--- config.mk ---
export PLATFORM = sky130hd
export DESIGN_NAME = lsclk_select
export DESIGN_NICKNAME = d
export VERILOG_FILES = /design/src/rtl/lsclk_pkg.sv /design/src/rtl/lsclk_regs.sv /design/src/rtl/lsclk_div.sv /design/src/rtl/lsclk_switch.sv /design/src/rtl/lsclk_select.sv
export SDC_FILE = /design/constraint.sdc
export NUM_CORES = 1
export LEC_CHECK = 0
export BUFFER_PORTS_ARGS = -buffer_cell sky130_fd_sc_hd__buf_4
export CORE_MARGIN = 1.5
export CORE_UTILIZATION = 42
export CTS_CLUSTER_DIAMETER = 60
export DETAILED_ROUTE_END_ITERATION = 12
export PLACE_DENSITY_LB_ADDON = 0.05
export SYNTH_ARGS = -nofsm -noshare
export SYNTH_HDL_FRONTEND = slang
export SYNTH_SLANG_ARGS = --single-unit
--- constraint.sdc ---
create_clock -name clk -period 2.8 [get_ports clk]
set_input_delay 0.14 -clock clk [delete_from_list [all_inputs] [get_ports clk]]
set_output_delay 0.14 -clock clk [all_outputs]
set_load 0.02 [all_outputs]
--- src/rtl/lsclk_pkg.sv ---
package lsclk_pkg;
    localparam int unsigned KEY_W     = 16;
    localparam logic [KEY_W-1:0] UNLOCK_PATTERN = 16'h16AA;
    localparam int unsigned CTRL_OFS  = 8'h00;
    localparam int unsigned PRE_OFS   = 8'h08;

    typedef enum logic {
        SRC_INT = 1'b0,
        SRC_EXT = 1'b1
    } src_e;
endpackage

--- src/rtl/lsclk_regs.sv ---
module lsclk_regs
    import lsclk_pkg::*;
#(
    parameter int unsigned ADDR_W = 8,
    parameter int unsigned DATA_W = 32,
    parameter int unsigned PRE_W  = 5
) (
    input  logic              clk,
    input  logic              rst_n,
    input  logic              wr_en,
    input  logic [ADDR_W-1:0] wr_addr,
    input  logic [DATA_W-1:0] wr_data,
    input  logic [ADDR_W-1:0] rd_addr,
    input  src_e              active_src,
    output src_e              sel_req,
    output logic [PRE_W-1:0]  pre_val,
    output logic [DATA_W-1:0] rd_data
);
    localparam int unsigned KEY_LSB = DATA_W - KEY_W;

    typedef struct packed {
        src_e             req;
        logic [PRE_W-1:0] pre;
    } regs_t;

    regs_t regs_d, regs_q;
    logic  key_ok;

    assign key_ok = (wr_data[DATA_W-1:KEY_LSB] == UNLOCK_PATTERN);

    always_comb begin
        regs_d = regs_q;
        if (wr_en) begin
            if (wr_addr == ADDR_W'(CTRL_OFS) && key_ok) begin
                regs_d.req = src_e'(wr_data[0]);
            end
            if (wr_addr == ADDR_W'(PRE_OFS)) begin
                regs_d.pre = wr_data[PRE_W-1:0];
            end
        end
    end

    always_ff @(posedge clk or negedge rst_n) begin
        if (!rst_n) begin
            regs_q <= '{req: SRC_INT, pre: '0};
        end else begin
            regs_q <= regs_d;
        end
    end

    always_comb begin
        rd_data = '0;
        if (rd_addr == ADDR_W'(CTRL_OFS)) begin
            rd_data[0] = active_src;
        end else if (rd_addr == ADDR_W'(PRE_OFS)) begin
            rd_data[PRE_W-1:0] = regs_q.pre;
        end
    end

    assign sel_req = regs_q.req;
    assign pre_val = regs_q.pre;
endmodule

--- src/rtl/lsclk_div.sv ---
module lsclk_div #(
    parameter int unsigned PRE_W = 5
) (
    input  logic             clk,
    input  logic             rst_n,
    input  logic             run,
    input  logic             stb,
    input  logic [PRE_W-1:0] limit,
    output logic             hit
);
    typedef struct packed {
        logic [PRE_W-1:0] cnt;
    } div_t;

    div_t div_d, div_q;

    always_comb begin
        div_d = div_q;
        hit   = 1'b0;
        if (!run) begin
            div_d.cnt = '0;
        end else if (stb) begin
            if (div_q.cnt >= limit) begin
                hit       = 1'b1;
                div_d.cnt = '0;
            end else begin
                div_d.cnt = div_q.cnt + 1'b1;
            end
        end
    end

    always_ff @(posedge clk or negedge rst_n) begin
        if (!rst_n) begin
            div_q <= '{cnt: '0};
        end else begin
            div_q <= div_d;
        end
    end
endmodule

--- src/rtl/lsclk_switch.sv ---
module lsclk_switch
    import lsclk_pkg::*;
(
    input  logic clk,
    input  logic rst_n,
    input  src_e req,
    input  logic int_hit,
    input  logic ext_stb,
    output src_e active,
    output logic tick
);
    typedef struct packed {
        src_e active;
        logic tick;
    } sw_t;

    sw_t  sw_d, sw_q;
    logic boundary;

    always_comb begin
        sw_d     = sw_q;
        boundary = (sw_q.active == SRC_EXT) ? ext_stb : int_hit;
        sw_d.tick = boundary;
        if (boundary) begin
            sw_d.active = req;
        end
    end

    always_ff @(posedge clk or negedge rst_n) begin
        if (!rst_n) begin
            sw_q <= '{active: SRC_INT, tick: 1'b0};
        end else begin
            sw_q <= sw_d;
        end
    end

    assign active = sw_q.active;
    assign tick   = sw_q.tick;
endmodule

--- src/rtl/lsclk_select.sv ---
module lsclk_select
    import lsclk_pkg::*;
#(
    parameter int unsigned ADDR_W = 8,
    parameter int unsigned DATA_W = 32,
    parameter int unsigned PRE_W  = 5
) (
    input  logic              clk,
    input  logic              rst_n,
    input  logic              wr_en,
    input  logic [ADDR_W-1:0] wr_addr,
    input  logic [DATA_W-1:0] wr_data,
    input  logic [ADDR_W-1:0] rd_addr,
    output logic [DATA_W-1:0] rd_data,
    input  logic              int_stb,
    input  logic              ext_stb,
    output logic              tick_o,
    output logic              src_o
);
    src_e             sel_req;
    src_e             active;
    logic [PRE_W-1:0] pre_val;
    logic             int_hit;
    logic             div_run;

    assign div_run = (active == SRC_INT);

    lsclk_regs #(
        .ADDR_W (ADDR_W),
        .DATA_W (DATA_W),
        .PRE_W  (PRE_W)
    ) u_regs (
        .clk        (clk),
        .rst_n      (rst_n),
        .wr_en      (wr_en),
        .wr_addr    (wr_addr),
        .wr_data    (wr_data),
        .rd_addr    (rd_addr),
        .active_src (active),
        .sel_req    (sel_req),
        .pre_val    (pre_val),
        .rd_data    (rd_data)
    );

    lsclk_div #(
        .PRE_W (PRE_W)
    ) u_div (
        .clk   (clk),
        .rst_n (rst_n),
        .run   (div_run),
        .stb   (int_stb),
        .limit (pre_val),
        .hit   (int_hit)
    );

    lsclk_switch u_switch (
        .clk     (clk),
        .rst_n   (rst_n),
        .req     (sel_req),
        .int_hit (int_hit),
        .ext_stb (ext_stb),
        .active  (active),
        .tick    (tick_o)
    );

    assign src_o = active;
endmodule

# == Word-level counts from Yosys, hierarchy flattened ==
# Index checks and enable logic that the tools add are counted.
# totals
elab_cells,25
input_bits,53
out_inout_bits,34
register_bits,13
# op_classes
n_eq_ne,3
order_cmp,1
n_reduce_logical,6
n_mux,9
add_sub_neg,1
# op_table
op,n
$mux 5,4
$eq 16x13->1 const B,1
$eq 8x4->1 const B,2
$logic_not 8->1,2
$add 5x1->5 const B,1
$ge 5x5->1,1
$mux 1,4
$mux 4,1
$reduce_and 2->1,2
$reduce_bool 2->1,1
$logic_and 1x1->1,1

# == Logic depth before layout (Yosys ltp) ==
# depth
word_depth,4
ltp_mapped,6
depth_no_buf,6

# == Modules after synthesis ==
# From an unflattened synthesis, not the netlist that was laid out.
# hier_totals
hier_cells,121
hier_area_um2,1153.6
# modules_own_cells
module,cells_per_inst,area_per_inst_um2,instances,seq_area_each_um2
lsclk_regs,65,605.6,1,150.1
lsclk_div,49,465.4,1,125.1
lsclk_switch,6,78.8,1,50.0
lsclk_select,1,3.8,1,0.0

# == Least setup slack after synthesis ==
# No wires, ideal clock.
# synth_path
kind,reg2reg
from,register u_div.div_q[2] (netlist bit)
to,"register u_switch.sw_q, in the netlist u_switch.active"
path_buffers,0
stages_incl_launch_ff,6
synth_period_minus_slack_ns,1.520
slack_ns,1.280
setup_time_ns,0.138
required_ns,2.662
arrival_time_ns,1.382
path_cell_list,dfrtp_1 > ha_1 > a211oi_1 > o21ai_1 > a21oi_1 > o21ai_0
# synth_between
elab_chain_cells,4
# synth_rtl
element,line,source
from (decl),lsclk_div.sv:15,"div_t div_d, div_q;"
from (signal assigned),lsclk_div.sv:34,div_q <= '{cnt: '0};
from (signal assigned),lsclk_div.sv:36,div_q <= div_d;
$ge 5x5->1,lsclk_div.sv:23,if (div_q.cnt >= limit) begin
$mux 1,lsclk_div.sv:23,
$mux 1,lsclk_div.sv:22,end else if (stb) begin
$mux 1,lsclk_switch.sv:22,boundary = (sw_q.active == SRC_EXT) ? ext_stb : int_hit;
to (signal assigned),lsclk_switch.sv:31,"sw_q <= '{active: SRC_INT, tick: 1'b0};"
to (signal assigned),lsclk_switch.sv:33,sw_q <= sw_d;
to (decl),lsclk_switch.sv:17,"sw_t sw_d, sw_q;"
# Every way passes these cells.
# A chain may end at the register's enable or synchronous reset.

# == Worst setup path after layout ==
# Same ends and word-level chain as after synthesis.

==> flow_metrics.tcl <==
set metrics [dict create \
    crit_end "u_switch.active$_DFFE_PN0P_" \
    drc_errors 0 \
    multiInputGateArea_um2 608.1 \
    hold_violations 0 \
    via_per_inst 4.723 \
    power_density_nw_per_um2 341.1 \
    nFillCells 252 \
    p_comb_share_pct 31.0 \
    ff_latch_area_um2 325.3 \
    syn_area_um2 1070 \
    cap_violations 0 \
    start_util_pct 43.98 \
    grt_pass1_wl_mm 3.560 \
    postCtsSetupRepairBufs 0 \
    critPathTopFamily "compound AO/OA/AOI/OAI gates" \
    reg2reg_to "u_switch.active$_DFFE_PN0P_" \
    synth_seq_cells 13 \
    cts_buffers 3 \
    cts_tree "yes" \
    ctsLongestPathBuffers 2 \
    hold_path.class "in -> reg" \
    clk_pin_slew_worst_paths_ns 0.08 \
    grt_start_max_net_pins 14 \
    seqPwrFrac_pct 44.4 \
    io_pins 87 \
    post_cts_resized 0 \
    yosysTopAreaCellShare_pct 30.41 \
    synth_enable_flop_cells 0 \
    synthArstFlopShare_pct 100.0 \
    wire_per_inst_um 10.99 \
    crit_start "u_div.div_q[2]$_DFFE_PN0P_" \
    rsz0062_at_grt "no" \
    dr.pass1.iters 3 \
    finalSetupViolCount 0 \
    post-route-period-util_pct 62.58 \
    fin_crit_ns 1.752 \
    crit_arrival_ns 1.89 \
    slowest_delay_ns 0.45 \
    yosys.cell_types.count 35 \
    htreeDepth 1 \
    fp.dieW_um 53.47 \
    p_int_mw 0.3220 \
    antenna_found_initial 0 \
    syn-instance-count 115 \
    dieArea_um2 2859 \
    cts.sinks 13 \
    crit_chain "ha_1 > a211oi_1 > o21ai_1 > a21oi_1 > o21ai_0" \
    initialDrtViolationCount 18 \
    ir_worst_vdd_mv 0.1615 \
    setup.worst_path.start_class "flop" \
    p_leak_nw 0.7237 \
    path_depth 5 \
    synth_area_leader_cell "dfrtp_1" \
    root_buffer "clkbuf_4" \
    rows 18 \
    grt_usage_pct 17.26 \
    n_antenna_cell 0 \
    worst-setup-path-type "reg -> reg" \
    fmax_ghz 0.5707 \
    endpoint_kind "flop" \
    syn_to_final_growth_pct 29.94 \
    layout.nets 225 \
    cp_data_required_time_ns 2.94 \
    core_area_um2 2432 \
    port_buffers 48 \
    power_mw 0.4741 \
    r2r_start "u_div.div_q[2]$_DFFE_PN0P_" \
    reg2reg_depth 5 \
    place_congestion 0.7756 \
    clkPwrFrac_pct 24.6 \
    ys.flop_type "dfrtp_1" \
    path_buf_inv 0 \
    yosysWarnings 0 \
    synthTopCellsByArea "dfrtp_1, buf_4, ha_1" \
    skew_ns 0.002444 \
    p_switching_mw 0.1521 \
    drt-total-wl_mm 2.144 \
    drive_gt1_share_pct 36.36 \
    fin_tns_setup_ns 0 \
    cp_max_fo 6 \
    slew_viol_final 0 \
    antenna_left 0 \
    p_sw_share_pct 32.09 \
    first_global_vias 884 \
    cts_hold_buf 1 \
    synth_area_per_cell_um2 9.302 \
    die_y_um 53.47 \
    clk_latency_ns 0.27 \
    dpl.hpwl_mm 1.871 \
    reg2reg_slack_ns 1.05 \
    grt_overflow 0 \
    critPathSlowestCell "dfrtp_1" \
    seq_area_frac_synth_pct 30.41 \
    via_count 921 \
    outcome "complete, no violations" \
]
## cell families after synthesis
family | after synthesis | synth area share [%]
other | 1 | 0.3505
muxes | 9 | 9.122
DFF | 13 | 30.41
adders and majority gates | 6 | 7.017
and+or+nand+nor | 37 | 22.22
buffers and inverters | 35 | 21.87
AOI/OAI and AO/OA | 14 | 9.006
## placed cells by master, fill, tap and decap left out
master	n
buf_4	48
conb_1	27
dfrtp_1	13
nor2_1	11
inv_1	6
nand2_1	6
ha_1	6
nand3_1	4
a22o_1	4
mux2_2	4
mux2i_1	3
nor2b_1	3
o21ai_0	3
clkbuf_4	3
a21oi_1	2
mux2_1	2
nor4_1	1
nor3_1	1
a211oi_1	1
o21ai_1	1
o21a_1	1
nand2b_1	1
nor3b_1	1
nor4b_4	1
nor4_4	1
nand3_2	1
nor4bb_1	1
nand3b_1	1
nor4b_1	1
and4bb_2	1
nand4_1	1
nor3_2	1
o211ai_1	1
a311oi_1	1
clkbuf_1	1
dlygate4sd3_1	1
## cells in the mapped netlist, drive strengths merged (3+ instances only)
master and n:
buf 28, dfrtp 13, nor2 11, ha 6
inv 6, mux2 6, nand2 6, nand3 5
a22o 4, o21ai 4, mux2i 3, nor2b 3
## power groups by stage
stage                     combinational (mW)  sequential [mW]  clock [mW]
after floorplan                        0.108            0.215           0
after global placement                 0.145            0.214           0
after detailed placement               0.147            0.214           0
after CTS                              0.149            0.210       0.122
after global routing                   0.166            0.211       0.132
final                                  0.147            0.210       0.117
## sequential cells by signal, summed over array words and instances, names as in the netlist
register	flops
u_div.div_q	5
u_regs.pre_val	5
u_regs.sel_req	1
u_switch.active	1
u_switch.tick	1
## how the worst min path moves through the flow
stage / to / startpoint / slack (ns) / cells past startpoint
2_1_floorplan: u_div.div_q[0]$_DFFE_PN0P_ / rst_n / -0.16 / 0
3_3_place_gp: u_div.div_q[2]$_DFFE_PN0P_ / rst_n / -0.002 / 1
3_5_place_dp: u_div.div_q[2]$_DFFE_PN0P_ / rst_n / -0.006 / 1
4_1_cts: u_regs.pre_val[4]$_DFFE_PN0P_ / wr_data[4] / 0.07 / 2
5_1_grt: u_regs.pre_val[4]$_DFFE_PN0P_ / wr_data[4] / 0.06 / 2
6_report: u_regs.pre_val[4]$_DFFE_PN0P_ / wr_data[4] / 0.08 / 2
## layout make-up
cell class	instances	area share (%)
Multi-Input combinational cell	93	43.74
Timing Repair Buffer	49	26.64
Sequential cell	13	23.40
Tap cell	30	2.700
Clock buffer	4	1.890
Inverter	6	1.620
## per-layer routing
layer  GRT usage [%]  vias to the layer above  share of wire (%)
li1                -                      446                  -
met1           17.19                      428                 35
met2           33.74                       45                 57
met3           3.955                        2                7.2
met4           6.410                        0               0.51
met5               0                        -                  0
## metrics by stage
step | cells | util, % | hold slack (ns) | setup slack [ns] | instance area (um^2)
after floorplan | 141 | - | -0.1556 | 1.280 | 1167
after global placement | 190 | 55.66 | -0.001758 | 1.052 | 1354
after detailed placement | 190 | 55.66 | -0.005745 | 1.042 | 1354
after CTS | 195 | 57.15 | 0.06807 | 1.016 | 1390
after global routing | 195 | 57.15 | 0.05956 | 0.8665 | 1390
final | 195 | 57.15 | 0.07658 | 1.048 | 1390
No activity file was read; power rests on OpenSTA's default activity.
